==> src/rtl/acf_pkg.sv <==
package acf_pkg;

    localparam int ACF_ADDR_W = 5;
    localparam int ACF_ID_W   = 11;
    localparam int ACF_CMP_W  = 8;
    localparam int ACF_CMP_LSB = ACF_ID_W - ACF_CMP_W;

    localparam logic [ACF_ADDR_W-1:0] ACF_OFS_CODE = 5'h04;
    localparam logic [ACF_ADDR_W-1:0] ACF_OFS_MASK = 5'h05;

    localparam logic [ACF_CMP_W-1:0] ACF_RST_VAL = '1;

    typedef logic [ACF_CMP_W-1:0] acf_byte_t;

    typedef struct packed {
        acf_byte_t pattern;
        acf_byte_t dontcare;
    } acf_cfg_t;

    typedef enum logic [1:0] {
        SEL_NONE = 2'd0,
        SEL_CODE = 2'd1,
        SEL_MASK = 2'd2
    } acf_sel_e;

    function automatic acf_sel_e acf_decode(input logic [ACF_ADDR_W-1:0] a);
        if (a == ACF_OFS_CODE)      return SEL_CODE;
        else if (a == ACF_OFS_MASK) return SEL_MASK;
        else                        return SEL_NONE;
    endfunction

endpackage

==> src/rtl/acf_regs.sv <==
module acf_regs
    import acf_pkg::*;
(
    input  logic                  clk,
    input  logic                  rst,
    input  logic                  cfg_mode,
    input  logic                  wr,
    input  logic                  rd,
    input  logic [ACF_ADDR_W-1:0] addr,
    input  acf_byte_t             wdata,
    output acf_byte_t             rdata,
    output acf_cfg_t              cfg
);

    acf_cfg_t cfg_q;
    acf_sel_e sel;

    assign sel = acf_decode(addr);

    always_ff @(posedge clk) begin
        if (rst) begin
            cfg_q.pattern  <= ACF_RST_VAL;
            cfg_q.dontcare <= ACF_RST_VAL;
        end else if (wr && cfg_mode) begin
            case (sel)
                SEL_CODE: cfg_q.pattern  <= wdata;
                SEL_MASK: cfg_q.dontcare <= wdata;
                default:  ;
            endcase
        end
    end

    always_comb begin
        rdata = '0;
        if (rd && cfg_mode) begin
            case (sel)
                SEL_CODE: rdata = cfg_q.pattern;
                SEL_MASK: rdata = cfg_q.dontcare;
                default:  rdata = '0;
            endcase
        end
    end

    assign cfg = cfg_q;

    AST_RUN_MODE_HOLDS: assert property (@(posedge clk) disable iff (rst)
        !cfg_mode |=> $stable(cfg_q));

    AST_CODE_WRITE_STORES: assert property (@(posedge clk) disable iff (rst)
        (cfg_mode && wr && addr == ACF_OFS_CODE) |=> cfg_q.pattern == $past(wdata));

    AST_OTHER_ADDR_NO_WRITE: assert property (@(posedge clk) disable iff (rst)
        (addr != ACF_OFS_CODE && addr != ACF_OFS_MASK) |=> $stable(cfg_q));

endmodule

==> src/rtl/acf_compare.sv <==
module acf_compare
    import acf_pkg::*;
(
    input  logic [ACF_ID_W-1:0] id,
    input  acf_cfg_t            cfg,
    output logic                match
);

    logic [ACF_CMP_W-1:0] bit_ok;
    logic                 unused_id_low;

    assign unused_id_low = ^id[ACF_CMP_LSB-1:0];

    for (genvar i = 0; i < ACF_CMP_W; i++) begin : g_bit
        assign bit_ok[i] = (id[i+ACF_CMP_LSB] == cfg.pattern[i]) | cfg.dontcare[i];
    end

    assign match = &bit_ok;

endmodule

==> src/rtl/acf_decision.sv <==
module acf_decision (
    input  logic clk,
    input  logic rst,
    input  logic done,
    input  logic match,
    output logic accept
);

    logic accept_q;

    always_ff @(posedge clk) begin
        if (rst)       accept_q <= 1'b0;
        else if (done) accept_q <= match;
    end

    assign accept = accept_q;

    AST_DECISION_LATCH: assert property (@(posedge clk) disable iff (rst)
        done |=> accept_q == $past(match));

    AST_DECISION_HOLD: assert property (@(posedge clk) disable iff (rst)
        !done |=> $stable(accept_q));

endmodule

==> src/rtl/id_accept_filter.sv <==
module id_accept_filter
    import acf_pkg::*;
(
    input  logic                  clk,
    input  logic                  rst,
    input  logic                  cfg_mode,
    input  logic                  host_wr,
    input  logic                  host_rd,
    input  logic [ACF_ADDR_W-1:0] host_addr,
    input  logic [ACF_CMP_W-1:0]  host_wdata,
    output logic [ACF_CMP_W-1:0]  host_rdata,
    input  logic [ACF_ID_W-1:0]   id_bits,
    input  logic                  id_done,
    output logic                  accept
);

    acf_cfg_t cfg;
    logic     match;

    acf_regs i_regs (
        .clk      (clk),
        .rst      (rst),
        .cfg_mode (cfg_mode),
        .wr       (host_wr),
        .rd       (host_rd),
        .addr     (host_addr),
        .wdata    (host_wdata),
        .rdata    (host_rdata),
        .cfg      (cfg)
    );

    acf_compare i_cmp (
        .id    (id_bits),
        .cfg   (cfg),
        .match (match)
    );

    acf_decision i_dec (
        .clk    (clk),
        .rst    (rst),
        .done   (id_done),
        .match  (match),
        .accept (accept)
    );

    AST_FULL_MASK_ACCEPTS: assert property (@(posedge clk) disable iff (rst)
        (id_done && cfg.dontcare == '1) |=> accept);

    AST_RUN_READ_ZERO: assert property (@(posedge clk) disable iff (rst)
        !cfg_mode |-> host_rdata == '0);

endmodule

==> config.mk <==
export PLATFORM = sky130hd
export DESIGN_NAME = id_accept_filter
export DESIGN_NICKNAME = d
export VERILOG_FILES = /design/src/rtl/acf_pkg.sv /design/src/rtl/acf_regs.sv /design/src/rtl/acf_compare.sv /design/src/rtl/acf_decision.sv /design/src/rtl/id_accept_filter.sv
export SDC_FILE = /design/constraint.sdc
export NUM_CORES = 1
export LEC_CHECK = 0
export CORE_MARGIN = 2
export CORE_UTILIZATION = 37
export CTS_CLUSTER_DIAMETER = 40
export DETAILED_ROUTE_END_ITERATION = 8
export GPL_TIMING_DRIVEN = 1
export MAX_ROUTING_LAYER = met4
export PLACE_DENSITY_LB_ADDON = 0.08
export SLEW_MARGIN = 5
export SYNTH_ARGS = -nofsm -noshare
export SYNTH_HDL_FRONTEND = slang
export SYNTH_HIERARCHICAL = 1
export SYNTH_SLANG_ARGS = --single-unit
==> constraint.sdc <==
create_clock -name clk -period 1.25 [get_ports clk]
set_clock_uncertainty 0.2 [all_clocks]
set_input_delay 0.25 -clock clk [delete_from_list [all_inputs] [get_ports clk]]
set_output_delay 0.25 -clock clk [all_outputs]
set_load 0.01 [all_outputs]
==> out/qor.csv, run 1 <==
stage,metric,value,unit
run_status,run status,finished with violations,
run_status,failing checks,setup timing,
detailed_routing,ANT nets after route,0,
sta,fin crit share,1.246,
detailed_routing,routed length per instance,14.15,um
clocking,clk buf depth,2,
cells_and_area,share of cells above drive strength 1,0.5380,
detailed_routing,DRT iter0 DRCs,13,
cells_and_area,most frequent cells in the layout,"25 x nor2_1, 20 x mux2i_1, 15 x buf_4, 15 x clkdlybuf4s50_1, 11 x buf_6",
power,Pleak,0.8768,nW
synth,synthesized cell area,909.6,um^2
detailed_routing,TritonRoute pass-1 iters,4,
sta,setup TNS,-2.372,ns
sta,unrepaired setup endpoints after global routing,true,
power,peak supply drop,0.0006572,V
detailed_routing,DR vias,912,
place,placed cell area,1493,um^2
grt,initial antenna violation count,0,
clocking,Root Buffer,clkbuf_4,
worst_setup_path,CP Class,in2out,
sta,Max transition margin,0.8401,
sta,Setup WS post-layout,-0.3077,ns
die,Die ar.,2871,um^2
synth,Syn Inst Count,97,
clocking,CTS Buf Count,3,
cells_and_area,FILL cells,142,
sta,# setup viols final,9,
synth,"Seq/Total Area, Yosys",0.3741,
cells_and_area,Final Instance Area,1763,um^2
clocking,CTS sink count,17,
sta,max-slew violation count,0,
place,Port Buf Inserts,35,
cells_and_area,final net count,189,
power,pwr/cell area,612.1,nW/um^2
synth,Mean Syn Cell Area,9.378,um^2
clocking,CTS tree,done,
worst_setup_path,Crit Path Max Fanout,4,
clocking,Skew-Pair Late Insertion Delay,0.30,ns
run,max-cap viol count,0,
place,Final GP Congestion,0.7159,
synth,Syn Nets,127,
sta,fin crit period,1.558,ns
sta,worst slew pin tran,0.2351,ns
worst_setup_path,Crit path required time,0.80,ns
sta,fmax,642.0,MHz
die,width of the die,53.58,um
grt,all-layer global routing usage,0.1971,
detailed_routing,vias per cell,4.903,
worst_setup_path,Arrival @ worst endpoint,1.11,ns
synth,Yosys warnings,6,
grt,GR Overflow Total,0,
sta,Fin. Hold Viols,0,
power,Total Power,1.079,mW
clocking,Worst-path clk slew,0.11,ns
cells_and_area,"most common cell after layout, fill and taps aside",nor2_1,
grt,number of global-route vias before repair,894,
die,chip height,53.58,um
die,Initial Util,0.3997,
detailed_routing,drt drc,0,
cells_and_area,synth-to-layout area growth,93.81,%
place,Place WS,-1.000,ns
detailed_routing,DRT Wirelength,2632,um
die,Core Area,2276,um^2
min_path,hold crit path type,reg2reg,
grt,pin count of the biggest net entering global routing,26,
clocking,htree depth,1,
cells_and_area,ant diodes,0,
worst_setup_path,Critical Path Start Type,primary input,
grt,first-pass GRT wire length,3933,um
place,HPWL Detailed,1674,um
die,# rows,17,
synth,synthesized flop and latch total,17,
die,Ports,39,
synth,"Distinct cells, synth",13,
worst_setup_path,endpoint class of the critical path,primary output,
==> cell families (layout without fill, tap and decap cells) <==
group | count (synthesis) | count (layout) | synth area share
and+or+nand+nor | 39 | 39 | 0.2132
AOI/OAI and AO/OA | 4 | 4 | 0.02751
muxes | 25 | 25 | 0.2751
xor gates and xnor gates | 8 | 8 | 0.07703
buffers and inverters | 4 | 65 | 0.03301
DFF | 17 | 17 | 0.3741
==> Yosys cell counts (all sizes together) <==
library cell  number  area [um^2]
and3b              1        10.01
buf                2        22.52
clkbuf             2        7.510
dfxtp             17        340.3
mux2i             25        250.2
nand3              1        5.000
nand4              1        21.27
nand4b             1        15.01
nor2              34        130.1
nor4               1        12.51
o22ai              4        25.02
xnor2              8        70.07
==> flip-flops by register name, summed over array words and instances (netlist names) <==
| register | cells |
|---|---|
| i_regs/cfg | 16 |
| i_dec/accept | 1 |
==> critical path, cell delays in order <==
cell and delay, ns:
buf_6 0.09, and3b_2 0.27, nand3_4 0.12, buf_8 0.16, nor2_2 0.09, buf_2 0.13
==> per-layer routing <==
layer | part of all wire | track usage
met1 | 0.41 | 0.2142
met2 | 0.53 | 0.3683
met3 | 0.048 | 0.02500
met4 | 0.0061 | 0.06410
met5 | 0 | -
==> worst paths after layout <==
kind                                      from       endpoint  slack, ns  cells after the start
worst max-delay path              host_addr[3]  host_rdata[0]      -0.31                      6
worst min-delay path              i_dec/accept   i_dec/accept       0.30                      2
worst max register to register  i_regs/cfg[10]   i_dec/accept      -0.21                      6
worst min register to register    i_dec/accept   i_dec/accept       0.30                      2
==> what timing repair did <==
item                                    CTS  global route
pin swaps                                20            10
resized for setup                        87            23
endpoints found under the setup margin   26            25
hold buffers                              0             0
endpoints found under the hold margin     0             0
setup buffers                             4             3
==> per-stage QoR <==
stage / utilization / std cells / hold slack, ns
2_1_floorplan: - / 97 / 0.1224
3_3_place_gp: 0.6559 / 177 / 0.2770
3_5_place_dp: 0.6559 / 177 / 0.2826
4_1_cts: 0.7185 / 185 / 0.3097
5_1_grt: 0.7746 / 186 / 0.3104
6_report: 0.7746 / 186 / 0.3013
==> where the power goes <==
part | total [mW] | switching [mW] | internal (mW)
combinational | 0.229 | 0.0913 | 0.138
clock | 0.301 | 0.182 | 0.119
sequential | 0.549 | 0.00269 | 0.546
==> cell type report <==
cell class              instances  area, um^2  area share
clock inverters                 1       5.005    0.002839
flip-flops and latches         17       351.6      0.1994
multi-input cells              76       752.0      0.4265
repair buffers                 61       596.8      0.3385
clock buffers                   3       22.52     0.01278
well taps                      28       35.03     0.01987
No activity file was read; power rests on OpenSTA's default activity.
==> run 2: changes to the inputs <==
Settings changed: CORE_UTILIZATION 37 to 44.
Clock period 1.25 ns to 1.9 ns, I/O delays scaled along.
==> out/qor.csv, run 2 (synthesized netlist as in run 1, its figures left out) <==
stage,metric,value,unit
power,Comb power frac,0.190,
sta,# setup viols final,0,
clocking,clk buf depth,2,
die,chip height,49.47,um
run,max-cap viol count,0,
grt,GR Overflow Total,0,
grt,all-layer global routing usage,0.2082,
clocking,CTS Buf Count,3,
run_status,run status,"finished, final reports clean",
clocking,Skew-Pair Late Insertion Delay,0.28,ns
worst_setup_path,Max stage delay on crit path,0.24,ns
detailed_routing,DRT iter0 DRCs,12,
sta,fmax,542.9,MHz
place,HPWL Detailed,1550,um
cells_and_area,most frequent cells in the layout,"26 x nor2_1, 24 x mux2i_1, 20 x clkdlybuf4s50_1",
cells_and_area,share of cells above drive strength 1,0.2657,
worst_setup_path,Arrival @ worst endpoint,1.26,ns
grt,initial antenna violation count,0,
power,pwr/cell area,487.2,nW/um^2
worst_setup_path,Crit Path Max Fanout,8,
die,width of the die,49.47,um
worst_setup_path,Crit path required time,1.32,ns
place,placed cell area,1329,um^2
power,Pleak,0.7267,nW
cells_and_area,number of flip-flops in the largest register,16,
die,Ports,39,
sta,unrepaired setup endpoints after global routing,false,
power,peak supply drop,0.0004514,V
place,Port Buf Inserts,35,
die,# rows,16,
detailed_routing,DRT Wirelength,2318,um
place,Final GP Congestion,0.7602,
detailed_routing,routed length per instance,13.64,um
sta,Fin. Hold Viols,0,
cells_and_area,Final Instance Area,1396,um^2
grt,number of global-route vias before repair,796,
detailed_routing,DR vias,833,
grt,first-pass GRT wire length,3739,um
cells_and_area,final net count,174,
detailed_routing,TritonRoute pass-1 iters,4,
cells_and_area,Final Util,0.7117,
die,Initial Util,0.4636,
power,Pint,0.5243,mW
die,Die ar.,2447,um^2
cells_and_area,"most common cell after layout, fill and taps aside",nor2_1,
clocking,CTS tree,done,
detailed_routing,ANT nets after route,0,
cells_and_area,ant diodes,0,
worst_setup_path,CP Class,in2out,
sta,fin crit share,0.9695,
min_path,hold crit path type,reg2reg,
sta,Max transition margin,0.8357,
worst_setup_path,crit path cell chain,"dlygate4sd2_1, nor2_2, nand3_2, buf_8, nor2_1, buf_2",
clocking,CTS sink count,17,
power,sequential share of power,0.531,
power,Switch Pwr,0.1560,mW
sta,worst slew pin tran,0.2459,ns
power,Switching Share,0.2293,
cells_and_area,FILL cells,167,
worst_setup_path,endpoint class of the critical path,primary output,
sta,setup TNS,0,ns
worst_setup_path,Critical Path Start Type,primary input,
power,Clk pwr share,0.279,
detailed_routing,drt drc,0,
cells_and_area,synth-to-layout area growth,53.51,%
die,Core Area,1962,um^2
worst_setup_path,Critical Path Slowest Stage Cell,dlygate4sd2_1,
detailed_routing,vias per cell,4.900,
sta,fin crit period,1.842,ns
sta,max-slew violation count,0,
clocking,htree depth,1,
grt,pin count of the biggest net entering global routing,26,
clocking,Root Buffer,clkbuf_4,
worst_setup_path,worst reg2reg setup slack,0.59,ns
clocking,Worst-path clk slew,0.09,ns
[run 2: what timing repair did]
item / 4_1_cts / 5_1_grt
resized for setup: 42 / 13
gates cloned: 1 / 0
setup endpoints to repair: 8 / 8
pin swaps: 11 / 2
hold buffers: 0 / 0
buffers inserted: 3 / 0
[run 2: path summary, 6_finish.rpt]
kind                       from            end  cells after the start
setup / recovery   host_addr[1]  host_rdata[3]                      6
hold / removal     i_dec/accept   i_dec/accept                      2
setup reg to reg  i_regs/cfg[8]   i_dec/accept                      5
hold reg to reg    i_dec/accept   i_dec/accept                      2
[run 2: power by group through the flow]
stage / clock network [mW] / registers (mW) / logic (mW)
global placement: 0 / 0.369 / 0.118
detailed placement: 0 / 0.369 / 0.119
global route: 0.217 / 0.362 / 0.138
CTS: 0.197 / 0.361 / 0.128
finish: 0.190 / 0.361 / 0.129
floorplan: 0 / 0.370 / 0.0418
[run 2: critical path, delay by kind of cell]
kind	cells	cell delay [ns]
and+or+nand+nor	3	0.34
buffers and inverters	3	0.53
[run 2: layout make-up]
type | count | area [um^2] | share of cell area
Clock buffer | 4 | 26.28 | 0.01882
Tap cell | 27 | 33.78 | 0.02419
Timing Repair Buffer | 46 | 425.4 | 0.3047
Sequential cell | 17 | 340.3 | 0.2437
Multi-Input combinational cell | 76 | 570.5 | 0.4086
[run 2: stage by stage]
stage	cells	worst slack [ns]	total power, mW	hold WS (ns)
finish	170	0.05804	0.6803	0.3000
global route	170	0.009515	0.7165	0.3519
CTS	170	0.007782	0.6859	0.3051
detailed placement	162	-0.6167	0.4884	0.2823
global placement	162	-0.5917	0.4872	0.2736
floorplan	97	0.2467	0.4117	0.2524
[run 2: per-layer routing]
metal,routed length [um],up-vias,track usage
met5,0,-,-
met4,29,0,0.08333
met3,117,4,0.03333
met2,1149,27,0.3423
met1,1022,378,0.2562
li1,-,424,-
